==> config.mk <==
export PLATFORM = sky130hd
export DESIGN_NAME = bcd_calendar_clock
export DESIGN_NICKNAME = d
export VERILOG_FILES = /design/src/rtl/cal_pkg.sv /design/src/rtl/cal_digit_step.sv /design/src/rtl/cal_month_len.sv /design/src/rtl/cal_read_mux.sv /design/src/rtl/bcd_calendar_clock.sv
export SDC_FILE = /design/constraint.sdc
export NUM_CORES = 1
export LEC_CHECK = 0
export ABC_CLOCK_PERIOD_IN_PS = 4550
export BUFFER_PORTS_ARGS = -buffer_cell sky130_fd_sc_hd__buf_2
export CORE_MARGIN = 2
export CORE_UTILIZATION = 40
export DETAILED_ROUTE_END_ITERATION = 8
export RECOVER_POWER = 50
export SLEW_MARGIN = 20
export SYNTH_ARGS = -nofsm -noshare
export SYNTH_HDL_FRONTEND = slang
export SYNTH_SLANG_ARGS = --single-unit
==> constraint.sdc <==
create_clock -name clk -period 4.55 [get_ports clk]
set_input_delay 0.455 -clock clk [delete_from_list [all_inputs] [get_ports clk]]
set_output_delay 0.455 -clock clk [all_outputs]
set_load 0.05 [all_outputs]
==> src/rtl/cal_pkg.sv <==
package cal_pkg;
    localparam int DIG_W    = 4;
    localparam int LP_W     = 2;
    localparam int ADDR_W   = 4;
    localparam int N_TIME   = 5;   // tenths, sec units/tens, min units/tens

    typedef logic [DIG_W-1:0]  digit_t;
    typedef logic [ADDR_W-1:0] idx_t;

    localparam idx_t IDX_TENTHS = 4'd0;
    localparam idx_t IDX_SEC_U  = 4'd1;
    localparam idx_t IDX_SEC_T  = 4'd2;
    localparam idx_t IDX_MIN_U  = 4'd3;
    localparam idx_t IDX_MIN_T  = 4'd4;
    localparam idx_t IDX_HR_U   = 4'd5;
    localparam idx_t IDX_HR_T   = 4'd6;
    localparam idx_t IDX_DAY_U  = 4'd7;
    localparam idx_t IDX_DAY_T  = 4'd8;
    localparam idx_t IDX_DOW    = 4'd9;
    localparam idx_t IDX_MON_U  = 4'd10;
    localparam idx_t IDX_MON_T  = 4'd11;
    localparam idx_t IDX_LEAP   = 4'd12;

    localparam digit_t DOW_LAST = 4'd6;

    typedef struct packed {
        digit_t            tenths;
        digit_t            sec_u;
        digit_t            sec_t;
        digit_t            min_u;
        digit_t            min_t;
        digit_t            hr_u;
        digit_t            hr_t;
        digit_t            day_u;
        digit_t            day_t;
        digit_t            dow;
        digit_t            mon_u;
        digit_t            mon_t;
        logic [LP_W-1:0]   leap;
    } cal_state_t;

    // Last value of each digit in the seconds/minutes chain.
    function automatic digit_t time_last(input int i);
        return (i == 2 || i == 4) ? digit_t'(5) : digit_t'(9);
    endfunction
endpackage

==> src/rtl/cal_digit_step.sv <==
module cal_digit_step
    import cal_pkg::*;
#(
    parameter digit_t LAST = 4'd9
) (
    input  digit_t cur,
    input  logic   carry_in,
    output digit_t nxt,
    output logic   carry_out
);
    logic at_top;
    always_comb begin
        at_top    = (cur >= LAST);
        carry_out = carry_in && at_top;
        if (!carry_in)   nxt = cur;
        else if (at_top) nxt = '0;
        else             nxt = cur + digit_t'(1);
    end
endmodule

==> src/rtl/cal_month_len.sv <==
module cal_month_len
    import cal_pkg::*;
(
    input  digit_t          mon_u,
    input  digit_t          mon_t,
    input  logic [LP_W-1:0] leap,
    output digit_t          last_u,
    output digit_t          last_t
);
    logic [7:0] mon_bcd;
    always_comb begin
        mon_bcd = {mon_t, mon_u};
        unique case (mon_bcd)
            8'h02: begin
                last_t = 4'd2;
                last_u = (leap == '0) ? 4'd9 : 4'd8;
            end
            8'h04, 8'h06, 8'h09, 8'h11: begin
                last_t = 4'd3;
                last_u = 4'd0;
            end
            default: begin
                last_t = 4'd3;
                last_u = 4'd1;
            end
        endcase
    end
endmodule

==> src/rtl/cal_read_mux.sv <==
module cal_read_mux
    import cal_pkg::*;
(
    input  cal_state_t st,
    input  idx_t       addr,
    output digit_t     rd_data
);
    always_comb begin
        unique case (addr)
            IDX_TENTHS: rd_data = st.tenths;
            IDX_SEC_U:  rd_data = st.sec_u;
            IDX_SEC_T:  rd_data = st.sec_t;
            IDX_MIN_U:  rd_data = st.min_u;
            IDX_MIN_T:  rd_data = st.min_t;
            IDX_HR_U:   rd_data = st.hr_u;
            IDX_HR_T:   rd_data = st.hr_t;
            IDX_DAY_U:  rd_data = st.day_u;
            IDX_DAY_T:  rd_data = st.day_t;
            IDX_DOW:    rd_data = st.dow;
            IDX_MON_U:  rd_data = st.mon_u;
            IDX_MON_T:  rd_data = st.mon_t;
            IDX_LEAP:   rd_data = digit_t'(st.leap);
            default:    rd_data = '0;
        endcase
    end
endmodule

==> src/rtl/bcd_calendar_clock.sv <==
module bcd_calendar_clock
    import cal_pkg::*;
(
    input  logic       clk,
    input  logic       rst_n,
    input  logic       tick,
    input  logic       wr_en,
    input  logic [3:0] addr,
    input  logic [3:0] wr_data,
    output logic [3:0] rd_data
);
    cal_state_t state_q, state_d;

    // Seconds/minutes chain built from identical digit steppers.
    digit_t           tm_q [N_TIME];
    digit_t           tm_d [N_TIME];
    logic [N_TIME:0]  tm_c;

    assign tm_q[0] = state_q.tenths;
    assign tm_q[1] = state_q.sec_u;
    assign tm_q[2] = state_q.sec_t;
    assign tm_q[3] = state_q.min_u;
    assign tm_q[4] = state_q.min_t;
    assign tm_c[0] = tick;

    for (genvar i = 0; i < N_TIME; i++) begin : g_time
        cal_digit_step #(.LAST(time_last(i))) u_step (
            .cur       (tm_q[i]),
            .carry_in  (tm_c[i]),
            .nxt       (tm_d[i]),
            .carry_out (tm_c[i+1])
        );
    end

    digit_t last_u, last_t;
    cal_month_len u_mlen (
        .mon_u  (state_q.mon_u),
        .mon_t  (state_q.mon_t),
        .leap   (state_q.leap),
        .last_u (last_u),
        .last_t (last_t)
    );

    cal_read_mux u_rd (
        .st      (state_q),
        .addr    (addr),
        .rd_data (rd_data)
    );

    logic hr_in, hr_wrap, day_in, day_wrap, mon_in, mon_wrap;

    always_comb begin
        state_d = state_q;

        state_d.tenths = tm_d[0];
        state_d.sec_u  = tm_d[1];
        state_d.sec_t  = tm_d[2];
        state_d.min_u  = tm_d[3];
        state_d.min_t  = tm_d[4];

        // Hours 00..23
        hr_in   = tm_c[N_TIME];
        hr_wrap = (state_q.hr_t > 4'd2) ||
                  (state_q.hr_t == 4'd2 && state_q.hr_u >= 4'd3);
        day_in  = hr_in && hr_wrap;
        if (hr_in) begin
            if (hr_wrap) begin
                state_d.hr_u = '0;
                state_d.hr_t = '0;
            end else if (state_q.hr_u >= 4'd9) begin
                state_d.hr_u = '0;
                state_d.hr_t = state_q.hr_t + digit_t'(1);
            end else begin
                state_d.hr_u = state_q.hr_u + digit_t'(1);
            end
        end

        // Day of month 01..length, day of week 0..6
        day_wrap = day_in && ({state_q.day_t, state_q.day_u} >= {last_t, last_u});
        mon_in   = day_wrap;
        if (day_in) begin
            if (day_wrap) begin
                state_d.day_u = 4'd1;
                state_d.day_t = '0;
            end else if (state_q.day_u >= 4'd9) begin
                state_d.day_u = '0;
                state_d.day_t = state_q.day_t + digit_t'(1);
            end else begin
                state_d.day_u = state_q.day_u + digit_t'(1);
            end
            state_d.dow = (state_q.dow >= DOW_LAST) ? '0 : state_q.dow + digit_t'(1);
        end

        // Month 01..12, leap phase on year boundary
        mon_wrap = mon_in && ({state_q.mon_t, state_q.mon_u} >= 8'h12);
        if (mon_in) begin
            if (mon_wrap) begin
                state_d.mon_u = 4'd1;
                state_d.mon_t = '0;
                state_d.leap  = state_q.leap + 1'b1;
            end else if (state_q.mon_u >= 4'd9) begin
                state_d.mon_u = '0;
                state_d.mon_t = state_q.mon_t + digit_t'(1);
            end else begin
                state_d.mon_u = state_q.mon_u + digit_t'(1);
            end
        end

        // Processor write overrides the tick result of the addressed digit.
        if (wr_en) begin
            unique case (addr)
                IDX_TENTHS: state_d.tenths = wr_data;
                IDX_SEC_U:  state_d.sec_u  = wr_data;
                IDX_SEC_T:  state_d.sec_t  = wr_data;
                IDX_MIN_U:  state_d.min_u  = wr_data;
                IDX_MIN_T:  state_d.min_t  = wr_data;
                IDX_HR_U:   state_d.hr_u   = wr_data;
                IDX_HR_T:   state_d.hr_t   = wr_data;
                IDX_DAY_U:  state_d.day_u  = wr_data;
                IDX_DAY_T:  state_d.day_t  = wr_data;
                IDX_DOW:    state_d.dow    = wr_data;
                IDX_MON_U:  state_d.mon_u  = wr_data;
                IDX_MON_T:  state_d.mon_t  = wr_data;
                IDX_LEAP:   state_d.leap   = wr_data[LP_W-1:0];
                default: ;
            endcase
        end
    end

    always_ff @(posedge clk or negedge rst_n) begin
        if (!rst_n) begin
            state_q        <= '0;
            state_q.day_u  <= 4'd1;
            state_q.mon_u  <= 4'd1;
        end else begin
            state_q <= state_d;
        end
    end
endmodule

# Yosys cells after proc, flatten, opt, wreduce, memory -nomap -nowiden
# Index checks and enable logic that the tools add are counted.
[classes]
n_reduce_logical = 13
n_eq_ne = 18
magnitude_cmp = 13
muxes = 42
n_addsub = 13
[ops]
columns = ["operator", "n"]
rows = [
  ["2-to-1 mux 4 bit", 29],
  ["one-hot mux 4 bit (13 select lines)", 1],
  ["2-to-1 mux 50 bit", 1],
  ["adder 4 x 1 -> 4 bit (second input constant)", 12],
  ["2-to-1 mux 8 bit", 4],
  [">= comparator 4 bit (second input constant)", 6],
  ["equality test 4 bit (second input constant)", 5],
  ["equality test 4 x 3 -> 1 bit (second input constant)", 4],
  ["equality test 8 x 3 -> 1 bit (second input constant)", 2],
  ["equality test 4 x 2 -> 1 bit (second input constant)", 3],
  [">= comparator 4 x 3 -> 1 bit (second input constant)", 3],
  ["2-to-1 mux 12 bit", 1],
  ["2-to-1 mux 10 bit", 1],
  ["logical AND 1 bit", 9],
  ["equality test 8 x 2 -> 1 bit (second input constant)", 1],
  ["equality test 8 x 4 -> 1 bit (second input constant)", 1],
  ["equality test 8 x 5 -> 1 bit (second input constant)", 1],
  [">= comparator 8 x 5 -> 1 bit (second input constant)", 1],
  [">= comparator 8 bit", 1],
  ["one-hot mux 4 bit (2 select lines)", 1],
  ["equality test 4 x 1 -> 1 bit (second input constant)", 1],
  [">= comparator 4 x 2 -> 1 bit (second input constant)", 1],
  ["greater-than comparator 4 x 2 -> 1 bit (second input constant)", 1],
  ["logical NOT 4 bit", 1],
  ["other kinds (6)", 8],
]
[word_totals]
wordCells = 112
output_inout_bits = 4
input_bits = 12
register_bits = 50

# Logic depth before layout (Yosys ltp)
# Gate-level depths: netlist of run 1.
[logic_depth]
depth_word = 13
mapped_depth = 16
mapped_depth_nobuf = 15

# By module
# From an unflattened synthesis of run 1, not the netlist that was laid out.
[hier_totals]
hier_cells = 509
area_unflattened_um2 = 4386.7
[modules_own_cells]
columns = ["module", "cells_per_inst", "seq_area_each_um2", "area_each_um2", "instances"]
rows = [
  ["bcd_calendar_clock", 309, 1253.7, 3014.1, 1],
  ["cal_read_mux", 70, 0.0, 509.2, 1],
  ["cal_digit_step (g_time[0].u_step ...)", 23, 0.0, 145.1, 3],
  ["cal_digit_step (g_time[2].u_step ...)", 22, 0.0, 151.4, 2],
  ["cal_month_len", 17, 0.0, 125.1, 1],
]

# Worst setup path before layout of run 1
# Ideal clock, no wire load.
[synth_timing]
path_type = "register to register"
from = "reg state_q[6] (netlist name)"
to = "reg state_q[16] (netlist bit)"
t_required_ps = 4467
path_stages_with_launch = 16
path_buffers = 0
path_slack_ps = 1339
synth_period_minus_slack_ps = 3211
setup_time_ps = 83
t_arrival_ps = 3128
path_cell_list = "dfstp_2 -> inv_1 -> ha_1 -> nor3b_1 -> o22ai_1 -> and3_1 -> nand2_1 -> a21oi_1 -> nor2_1 -> ha_1 -> nor4b_1 -> o211ai_1 -> nor3_1 -> nor3_4 -> or2_2 -> o21ai_0"
[synth_rtl]
columns = ["item", "line", "rtl"]
rows = [
  ["end signal: assignment", "bcd_calendar_clock.sv:136", "state_q <= state_d;"],
  ["end: declaration", "bcd_calendar_clock.sv:12", "cal_state_t state_q, state_d;"],
]

==> impl_metrics.prom, run 1 <==
# TYPE chip_impl_metric gauge
chip_impl_info{name="status",value="complete, but fails checks"} 1
chip_impl_info{name="failed_checks",value="max-capacitance violations, max-slew violations"} 1
chip_impl_metric{name="synth-seq-cells",unit=""} 50
chip_impl_metric{name="critPathBufInv",unit=""} 1
chip_impl_metric{name="routed_wl",unit="microns"} 11330
chip_impl_info{name="cp_top_family",value="simple AND/OR/NAND/NOR gates"} 1
chip_impl_info{name="critPathCaptureType",value="flop"} 1
chip_impl_metric{name="final_hold_viol_count",unit=""} 0
chip_impl_info{name="synth_top_cells_by_area",value="sky130_fd_sc_hd__dfrtp_1, sky130_fd_sc_hd__ha_1, sky130_fd_sc_hd__o21ai_0"} 1
chip_impl_info{name="tritoncts",value="done"} 1
chip_impl_metric{name="core-area",unit="sq um"} 9729
chip_impl_metric{name="number_of_enable_type_register_cells_in_the_synthesized_netlist",unit=""} 0
chip_impl_metric{name="setup_slack",unit="ns"} 0.9091
chip_impl_metric{name="layout_min_cycle_time",unit="ns"} 3.641
chip_impl_metric{name="gp_routability_congestion",unit=""} 0.8863
chip_impl_metric{name="die-area",unit="sq um"} 10760
chip_impl_metric{name="clkTransAtPathRegs",unit="ns"} 0.10
chip_impl_metric{name="worstMarginPinSlew",unit="ns"} 2.899
chip_impl_metric{name="antenna_violating_nets_remaining",unit=""} 0
chip_impl_metric{name="slew_headroom",unit="%"} -93.30
chip_impl_metric{name="synthCells",unit=""} 480
chip_impl_metric{name="route.detailed.vias_per_inst",unit=""} 5.875
chip_impl_metric{name="start_util",unit="%"} 40.90
chip_impl_metric{name="placement_stage_worst_setup_slack",unit="ns"} 0.9643
chip_impl_metric{name="initial_antenna_violation_count",unit=""} 0
chip_impl_metric{name="slew_violations",unit=""} 51
chip_impl_metric{name="via_count",unit=""} 3654
chip_impl_metric{name="synth.distinct_cells",unit=""} 58
chip_impl_metric{name="fraction_of_synthesis_flops_using_an_asynchronous_set_or_reset_pin",unit="%"} 100.0
chip_impl_metric{name="post_route_cells_drive_above_1_share",unit="%"} 9.816
chip_impl_metric{name="yosysSeqAreaShare",unit="%"} 31.51
chip_impl_metric{name="period_share",unit="%"} 80.02
chip_impl_info{name="synth.largest_area_cell",value="sky130_fd_sc_hd__dfrtp_1"} 1
chip_impl_metric{name="max-clock-path-buffers",unit=""} 2
chip_impl_metric{name="buffer_ports.inserted",unit=""} 15
chip_impl_metric{name="maxCapViolCount",unit=""} 1
chip_impl_metric{name="cts.hold.buffers_added",unit=""} 0
chip_impl_metric{name="floorplan.rows",unit=""} 36
chip_impl_info{name="synth_flop_cell",value="sky130_fd_sc_hd__dfrtp_1"} 1
chip_impl_metric{name="final_hpwl_from_detailed_placement",unit="microns"} 8284
chip_impl_metric{name="grt_start_max_net_pins",unit=""} 51
chip_impl_metric{name="drt-initial-drc-count",unit=""} 254
chip_impl_info{name="clk_root_buffer_cell",value="sky130_fd_sc_hd__clkbuf_8"} 1
chip_impl_metric{name="grt-ovfl-total",unit=""} 0
chip_impl_metric{name="static-leakage-power",unit="nW"} 1.790
chip_impl_info{name="registers.top_by_ff_count",value="state_q"} 1
chip_impl_info{name="synthTopCellsByCount",value="sky130_fd_sc_hd__nand2_1, sky130_fd_sc_hd__dfrtp_1, sky130_fd_sc_hd__nor2_1, sky130_fd_sc_hd__o21ai_0, sky130_fd_sc_hd__ha_1"} 1
chip_impl_metric{name="first_global_vias",unit=""} 3474
chip_impl_metric{name="fp.dieH",unit="microns"} 103.7
chip_impl_metric{name="routedWlPerCell",unit="microns"} 18.22
chip_impl_metric{name="h-tree-depth",unit=""} 2
chip_impl_metric{name="syn_to_final_growth",unit="%"} 7.233
chip_impl_metric{name="grt_pass1_wl",unit="microns"} 18500
chip_impl_metric{name="worstPathArrival",unit="ns"} 3.88
chip_impl_metric{name="fillerInstances",unit=""} 1034
chip_impl_metric{name="fin_tns_setup",unit="ns"} 0
chip_impl_metric{name="worst_ir_drop_vdd",unit="V"} 0.0002354
chip_impl_metric{name="largest_register_ff_count",unit=""} 50
chip_impl_metric{name="ys_warn_count",unit=""} 0
chip_impl_metric{name="clock_latency",unit="ns"} 0.32
chip_impl_metric{name="drt_pass1_iterations",unit=""} 5
chip_impl_metric{name="clock-sinks",unit=""} 50
chip_impl_metric{name="gr-usage-all-layers",unit="%"} 21.43
chip_impl_info{name="worst_path_most_repeated_cell",value="sky130_fd_sc_hd__ha_1"} 1
chip_impl_metric{name="cts_inserted_buffers",unit=""} 5
chip_impl_metric{name="achievable-frequency",unit="MHz"} 274.7
chip_impl_metric{name="required",unit="ns"} 4.79
chip_impl_metric{name="synthesis.area",unit="sq um"} 3979
chip_impl_metric{name="total_power",unit="mW"} 2.178
chip_impl_metric{name="floorplan.die.width",unit="microns"} 103.7
chip_impl_info{name="crit_slowest_cell",value="sky130_fd_sc_hd__dfstp_2"} 1
chip_impl_info{name="path_cells",value="inv_1 -> ha_1 -> nor3b_1 -> o22ai_1 -> and3_1 -> nand2_1 -> a21oi_1 -> nor2_1 -> ha_1 -> nor4b_1 -> o211ai_1 -> nor3_1 -> nor3_4 -> or2_2 -> o21ai_0"} 1
chip_impl_info{name="timing.hold.worst.class",value="in2reg"} 1
chip_impl_metric{name="post-synth-top-area-fraction",unit="%"} 30.19
chip_impl_metric{name="cts.repair_timing.setup_buffer_count",unit=""} 0
chip_impl_metric{name="mappedNetlistNets",unit=""} 530
chip_impl_info{name="rsz0062_at_grt",value="false"} 1
chip_impl_metric{name="final_nets",unit=""} 538
chip_impl_info{name="path_class",value="reg2reg"} 1
chip_impl_info{name="critical_path.startpoint_type",value="flop"} 1
chip_impl_metric{name="power_per_cell_area",unit="nW/um^2"} 510.4
chip_impl_metric{name="cts_repair_resize_count",unit=""} 0
chip_impl_metric{name="syn-mean-instance-area",unit="sq um"} 8.289
chip_impl_metric{name="final-setup-viol-count",unit=""} 0
chip_impl_metric{name="ioPinCount",unit=""} 16
chip_impl_metric{name="ff2ff_setup_slack",unit="ns"} 0.91
chip_impl_metric{name="timing.clock.skew",unit="ns"} 0.01579
chip_impl_metric{name="diodes",unit=""} 0
chip_impl_metric{name="worst_path_largest_cell_delay",unit="ns"} 0.62
chip_impl_metric{name="crit_path_max_fanout",unit=""} 7
chip_impl_info{name="biggestRegsByFlops",value="state_q (50)"} 1
chip_impl_info{name="yosys.cell_count.top_type",value="sky130_fd_sc_hd__nand2_1"} 1
chip_impl_metric{name="drcViolationCount",unit=""} 0
-- worst min-delay path: stages --
cell	delay, ns
sky130_fd_sc_hd__buf_2	0.17
sky130_fd_sc_hd__nand2_1	0.07
sky130_fd_sc_hd__o21ai_0	0.07
-- area by class of cell --
class | count | area [sq um] | area share [%]
clock inverters | 1 | 5.005 | 0.1173
inverters | 31 | 116.4 | 2.727
well taps | 133 | 166.4 | 3.900
repair buffers | 19 | 101.3 | 2.375
multi-input cells | 381 | 2537 | 59.47
clock buffers | 7 | 86.33 | 2.023
flip-flops and latches | 50 | 1254 | 29.38
-- placed cells by master, fill, tap and decap left out, types with 9 or more instances in the layout --
master / Yosys / final
sky130_fd_sc_hd__ha_1: 38 / 38
sky130_fd_sc_hd__buf_2: 0 / 15
sky130_fd_sc_hd__nand2_1: 50 / 50
sky130_fd_sc_hd__a31oi_1: 11 / 11
sky130_fd_sc_hd__inv_1: 31 / 31
sky130_fd_sc_hd__mux2i_1: 13 / 13
sky130_fd_sc_hd__o21ai_0: 46 / 46
sky130_fd_sc_hd__nand3_1: 14 / 14
sky130_fd_sc_hd__dfrtp_1: 48 / 48
sky130_fd_sc_hd__a21oi_1: 36 / 36
sky130_fd_sc_hd__nor3_1: 10 / 10
sky130_fd_sc_hd__nand4_1: 9 / 9
sky130_fd_sc_hd__nor2_1: 48 / 48
-- routing by layer --
metal	vias to the layer above	global-route usage (%)	routed length, microns
met1	1785	30.06	5342
li1	1757	-	-
met4	0	4.730	189
met3	17	3.524	598
met5	-	0	0
met2	95	34.91	5202
-- where the power goes --
part,switching [mW],internal [mW]
sequential,0.281,0.622
combinational,0.572,0.419
clock,0.160,0.123
-- through the flow --
step,std cells,hold slack (ns),cell area (sq um),util (%)
final,622,0.4852,4267,43.85
after global routing,622,0.5105,4267,43.85
after CTS,622,0.2922,4270,43.89
after detailed placement,614,0.5326,4179,42.95
after global placement,614,0.5257,4179,42.95
after floorplan,480,0.1594,3979,-
-- final timing paths --
path / from / end / depth (start not counted)
hold / removal: wr_data[2] / state_q[28]$_DFF_PN0_ / 3
setup / recovery: state_q[6]$_DFF_PN1_ / state_q[16]$_DFF_PN0_ / 15
max in group asynchronous: rst_n / state_q[25]$_DFF_PN0_ / 2
min in group asynchronous: rst_n / state_q[32]$_DFF_PN0_ / 2
setup reg to reg: state_q[6]$_DFF_PN1_ / state_q[16]$_DFF_PN0_ / 15
hold reg to reg: state_q[13]$_DFF_PN0_ / state_q[13]$_DFF_PN0_ / 2
-- logic make-up after synthesis --
group / synth area share (%)
compound gates: 21.42
xor+xnor: 1.101
fa+ha+maj: 11.95
buf+inv: 4.717
flops: 31.51
mux: 6.950
simple gates: 22.36
Power figures use the tool's default switching activity.
==> run 2, diff against run 1 <==
- ABC_CLOCK_PERIOD_IN_PS: 4550 -> 3600
- clock period: 4.55 -> 3.6 ns (I/O delays scaled with it)
==> impl_metrics.prom, run 2 (synthesized netlist as in run 1, its figures left out) <==
# TYPE chip_impl_metric gauge
chip_impl_info{name="failed_checks",value="max-capacitance violations, max-slew violations"} 1
chip_impl_metric{name="maxCapViolCount",unit=""} 1
chip_impl_metric{name="worst_ir_drop_vdd",unit="V"} 0.0003063
chip_impl_info{name="critPathCaptureType",value="flop"} 1
chip_impl_metric{name="clkTransAtPathRegs",unit="ns"} 0.09
chip_impl_metric{name="grt_start_max_net_pins",unit=""} 31
chip_impl_info{name="timing.hold.worst.class",value="in2reg"} 1
chip_impl_metric{name="first_global_vias",unit=""} 3486
chip_impl_metric{name="required",unit="ns"} 3.82
chip_impl_info{name="crit_slowest_cell",value="sky130_fd_sc_hd__dfstp_2"} 1
chip_impl_info{name="critical_path.startpoint_type",value="flop"} 1
chip_impl_metric{name="worstMarginPinSlew",unit="ns"} 1.680
chip_impl_metric{name="postLayoutCellArea",unit="sq um"} 4290
chip_impl_metric{name="route.detailed.vias_per_inst",unit=""} 5.830
chip_impl_metric{name="drt_pass1_iterations",unit=""} 5
chip_impl_metric{name="max-clock-path-buffers",unit=""} 2
chip_impl_metric{name="detailed_place.area",unit="sq um"} 4194
chip_impl_metric{name="period_share",unit="%"} 94.49
chip_impl_info{name="path_cells",value="inv_1 -> ha_1 -> nor3b_2 -> o22ai_1 -> and3_1 -> nor2_1 -> a21oi_1 -> nor2_1 -> ha_1 -> nor4b_1 -> o211ai_1 -> nor3_1 -> buf_4 -> nor3_4 -> or2_2 -> o21ai_0"} 1
chip_impl_info{name="cp_top_family",value="simple AND/OR/NAND/NOR gates"} 1
chip_impl_metric{name="largest_register_ff_count",unit=""} 50
chip_impl_metric{name="h-tree-depth",unit=""} 2
chip_impl_info{name="path_class",value="reg2reg"} 1
chip_impl_metric{name="core-area",unit="sq um"} 9729
chip_impl_metric{name="timing.clock.skew",unit="ns"} 0.003340
chip_impl_metric{name="routedWlPerCell",unit="microns"} 18.28
chip_impl_info{name="registers.top_by_ff_count",value="state_q"} 1
chip_impl_metric{name="grt_pass1_wl",unit="microns"} 18370
chip_impl_metric{name="achievable-frequency",unit="MHz"} 294.0
chip_impl_metric{name="slew_headroom",unit="%"} -12.01
chip_impl_info{name="tritoncts",value="done"} 1
chip_impl_info{name="mostFrequentLayoutCells",value="sky130_fd_sc_hd__nand2_1, sky130_fd_sc_hd__nor2_1, sky130_fd_sc_hd__dfrtp_1, sky130_fd_sc_hd__o21ai_0, sky130_fd_sc_hd__ha_1"} 1
chip_impl_info{name="status",value="complete, but fails checks"} 1
chip_impl_metric{name="floorplan.die.width",unit="microns"} 103.7
chip_impl_metric{name="slew_violations",unit=""} 31
chip_impl_metric{name="routed_wl",unit="microns"} 11420
chip_impl_metric{name="final_hold_viol_count",unit=""} 0
chip_impl_metric{name="start_util",unit="%"} 40.90
chip_impl_metric{name="syn_to_final_growth",unit="%"} 7.830
chip_impl_metric{name="final-setup-viol-count",unit=""} 0
chip_impl_metric{name="drt-initial-drc-count",unit=""} 236
chip_impl_metric{name="initial_antenna_violation_count",unit=""} 0
chip_impl_metric{name="timing.critical_path.depth",unit=""} 16
chip_impl_metric{name="antenna_violating_nets_remaining",unit=""} 0
chip_impl_metric{name="static-leakage-power",unit="nW"} 1.800
chip_impl_metric{name="final_nets",unit=""} 542
chip_impl_metric{name="cells_on_worst_reg2reg_path",unit=""} 16
chip_impl_metric{name="gp_routability_congestion",unit=""} 0.9051
chip_impl_metric{name="hold_depth",unit=""} 3
chip_impl_metric{name="worst_hold_slack",unit="ns"} 0.4091
chip_impl_metric{name="crit_path_max_fanout",unit=""} 7
chip_impl_metric{name="cts_inserted_buffers",unit=""} 5
chip_impl_info{name="most_common_cell_after_layout_fill_and_taps_aside",value="sky130_fd_sc_hd__nand2_1"} 1
chip_impl_metric{name="layout.cells.non_filler",unit=""} 625
chip_impl_metric{name="critPathBufInv",unit=""} 2
chip_impl_metric{name="die-area",unit="sq um"} 10760
chip_impl_metric{name="setup_slack",unit="ns"} 0.1985
chip_impl_metric{name="grt-ovfl-total",unit=""} 0
chip_impl_metric{name="buffer_ports.inserted",unit=""} 15
chip_impl_metric{name="post_route_cells_drive_above_1_share",unit="%"} 10.37
chip_impl_metric{name="power_per_cell_area",unit="nW/um^2"} 642.9
chip_impl_metric{name="clock-sinks",unit=""} 50
chip_impl_metric{name="worst_path_largest_cell_delay",unit="ns"} 0.60
chip_impl_info{name="clk_root_buffer_cell",value="sky130_fd_sc_hd__clkbuf_8"} 1
chip_impl_metric{name="final_hpwl_from_detailed_placement",unit="microns"} 8443
chip_impl_metric{name="clock_latency",unit="ns"} 0.30
chip_impl_metric{name="via_count",unit=""} 3644
chip_impl_metric{name="worstPathArrival",unit="ns"} 3.63
chip_impl_metric{name="drcViolationCount",unit=""} 0
chip_impl_info{name="biggestRegsByFlops",value="state_q (50)"} 1
chip_impl_metric{name="gr-usage-all-layers",unit="%"} 21.46
chip_impl_metric{name="placement_stage_worst_setup_slack",unit="ns"} 0.1335
chip_impl_metric{name="diodes",unit=""} 0
chip_impl_metric{name="floorplan.rows",unit=""} 36
chip_impl_metric{name="fp.dieH",unit="microns"} 103.7
chip_impl_metric{name="ioPinCount",unit=""} 16
chip_impl_metric{name="numPlacedInstances",unit=""} 616
chip_impl_metric{name="layout_min_cycle_time",unit="ns"} 3.402
==> run 2: worst paths after layout <==
| kind | startpoint | to | slack (ns) |
|---|---|---|---|
| min in group asynchronous | rst_n | state_q[15]$_DFF_PN0_ | 0.48 |
| max in group asynchronous | rst_n | state_q[13]$_DFF_PN0_ | 1.31 |
| max | state_q[6]$_DFF_PN1_ | state_q[15]$_DFF_PN0_ | 0.20 |
| max reg2reg | state_q[6]$_DFF_PN1_ | state_q[15]$_DFF_PN0_ | 0.20 |
| min reg2reg | state_q[13]$_DFF_PN0_ | state_q[13]$_DFF_PN0_ | 0.55 |
| min | wr_data[2] | state_q[4]$_DFF_PN0_ | 0.41 |
==> run 2: per-stage QoR <==
stage	util, %	setup TNS (ns)	total power [mW]
final	44.10	0	2.758
after global routing	44.10	-0.07086	3.013
after CTS	43.89	0	2.742
after detailed placement	43.11	0	2.408
after global placement	43.11	0	2.363
after floorplan	-	0	1.990
==> run 2: tightest hold or removal path, cell delays in order <==
cell and delay (ns):
sky130_fd_sc_hd__buf_2 0.17, sky130_fd_sc_hd__nand2_1 0.07, sky130_fd_sc_hd__o21ai_0 0.07
==> run 2: repair_timing <==
action                     4_1_cts  5_1_grt
hold endpoints to repair         0        0
hold buffers                     0        0
gates resized for setup          0        2
setup endpoints to repair        0       14
buffers inserted                 0        2
==> run 2: final cells by class <==
type	count	area, sq um
clock buffer	7	76.32
fill	987	5439
inverter	31	116.4
multi-input combinational	381	2547
sequential	50	1254
tap	133	166.4
timing repair buffer	23	130.1
==> run 2: per-layer routing <==
| layer | global-route usage (%) | wire length (microns) | up-vias |
|---|---|---|---|
| li1 | - | - | 1754 |
| met1 | 29.48 | 5295 | 1759 |
| met2 | 34.39 | 5140 | 102 |
| met3 | 3.461 | 640 | 29 |
| met4 | 7.432 | 347 | 0 |
| met5 | 0 | 0 | - |
==> run 2: power by group <==
group	switching [mW]	internal (mW)
registers	0.357	0.787
clock network	0.187	0.135
logic	0.733	0.560
total	1.28	1.48
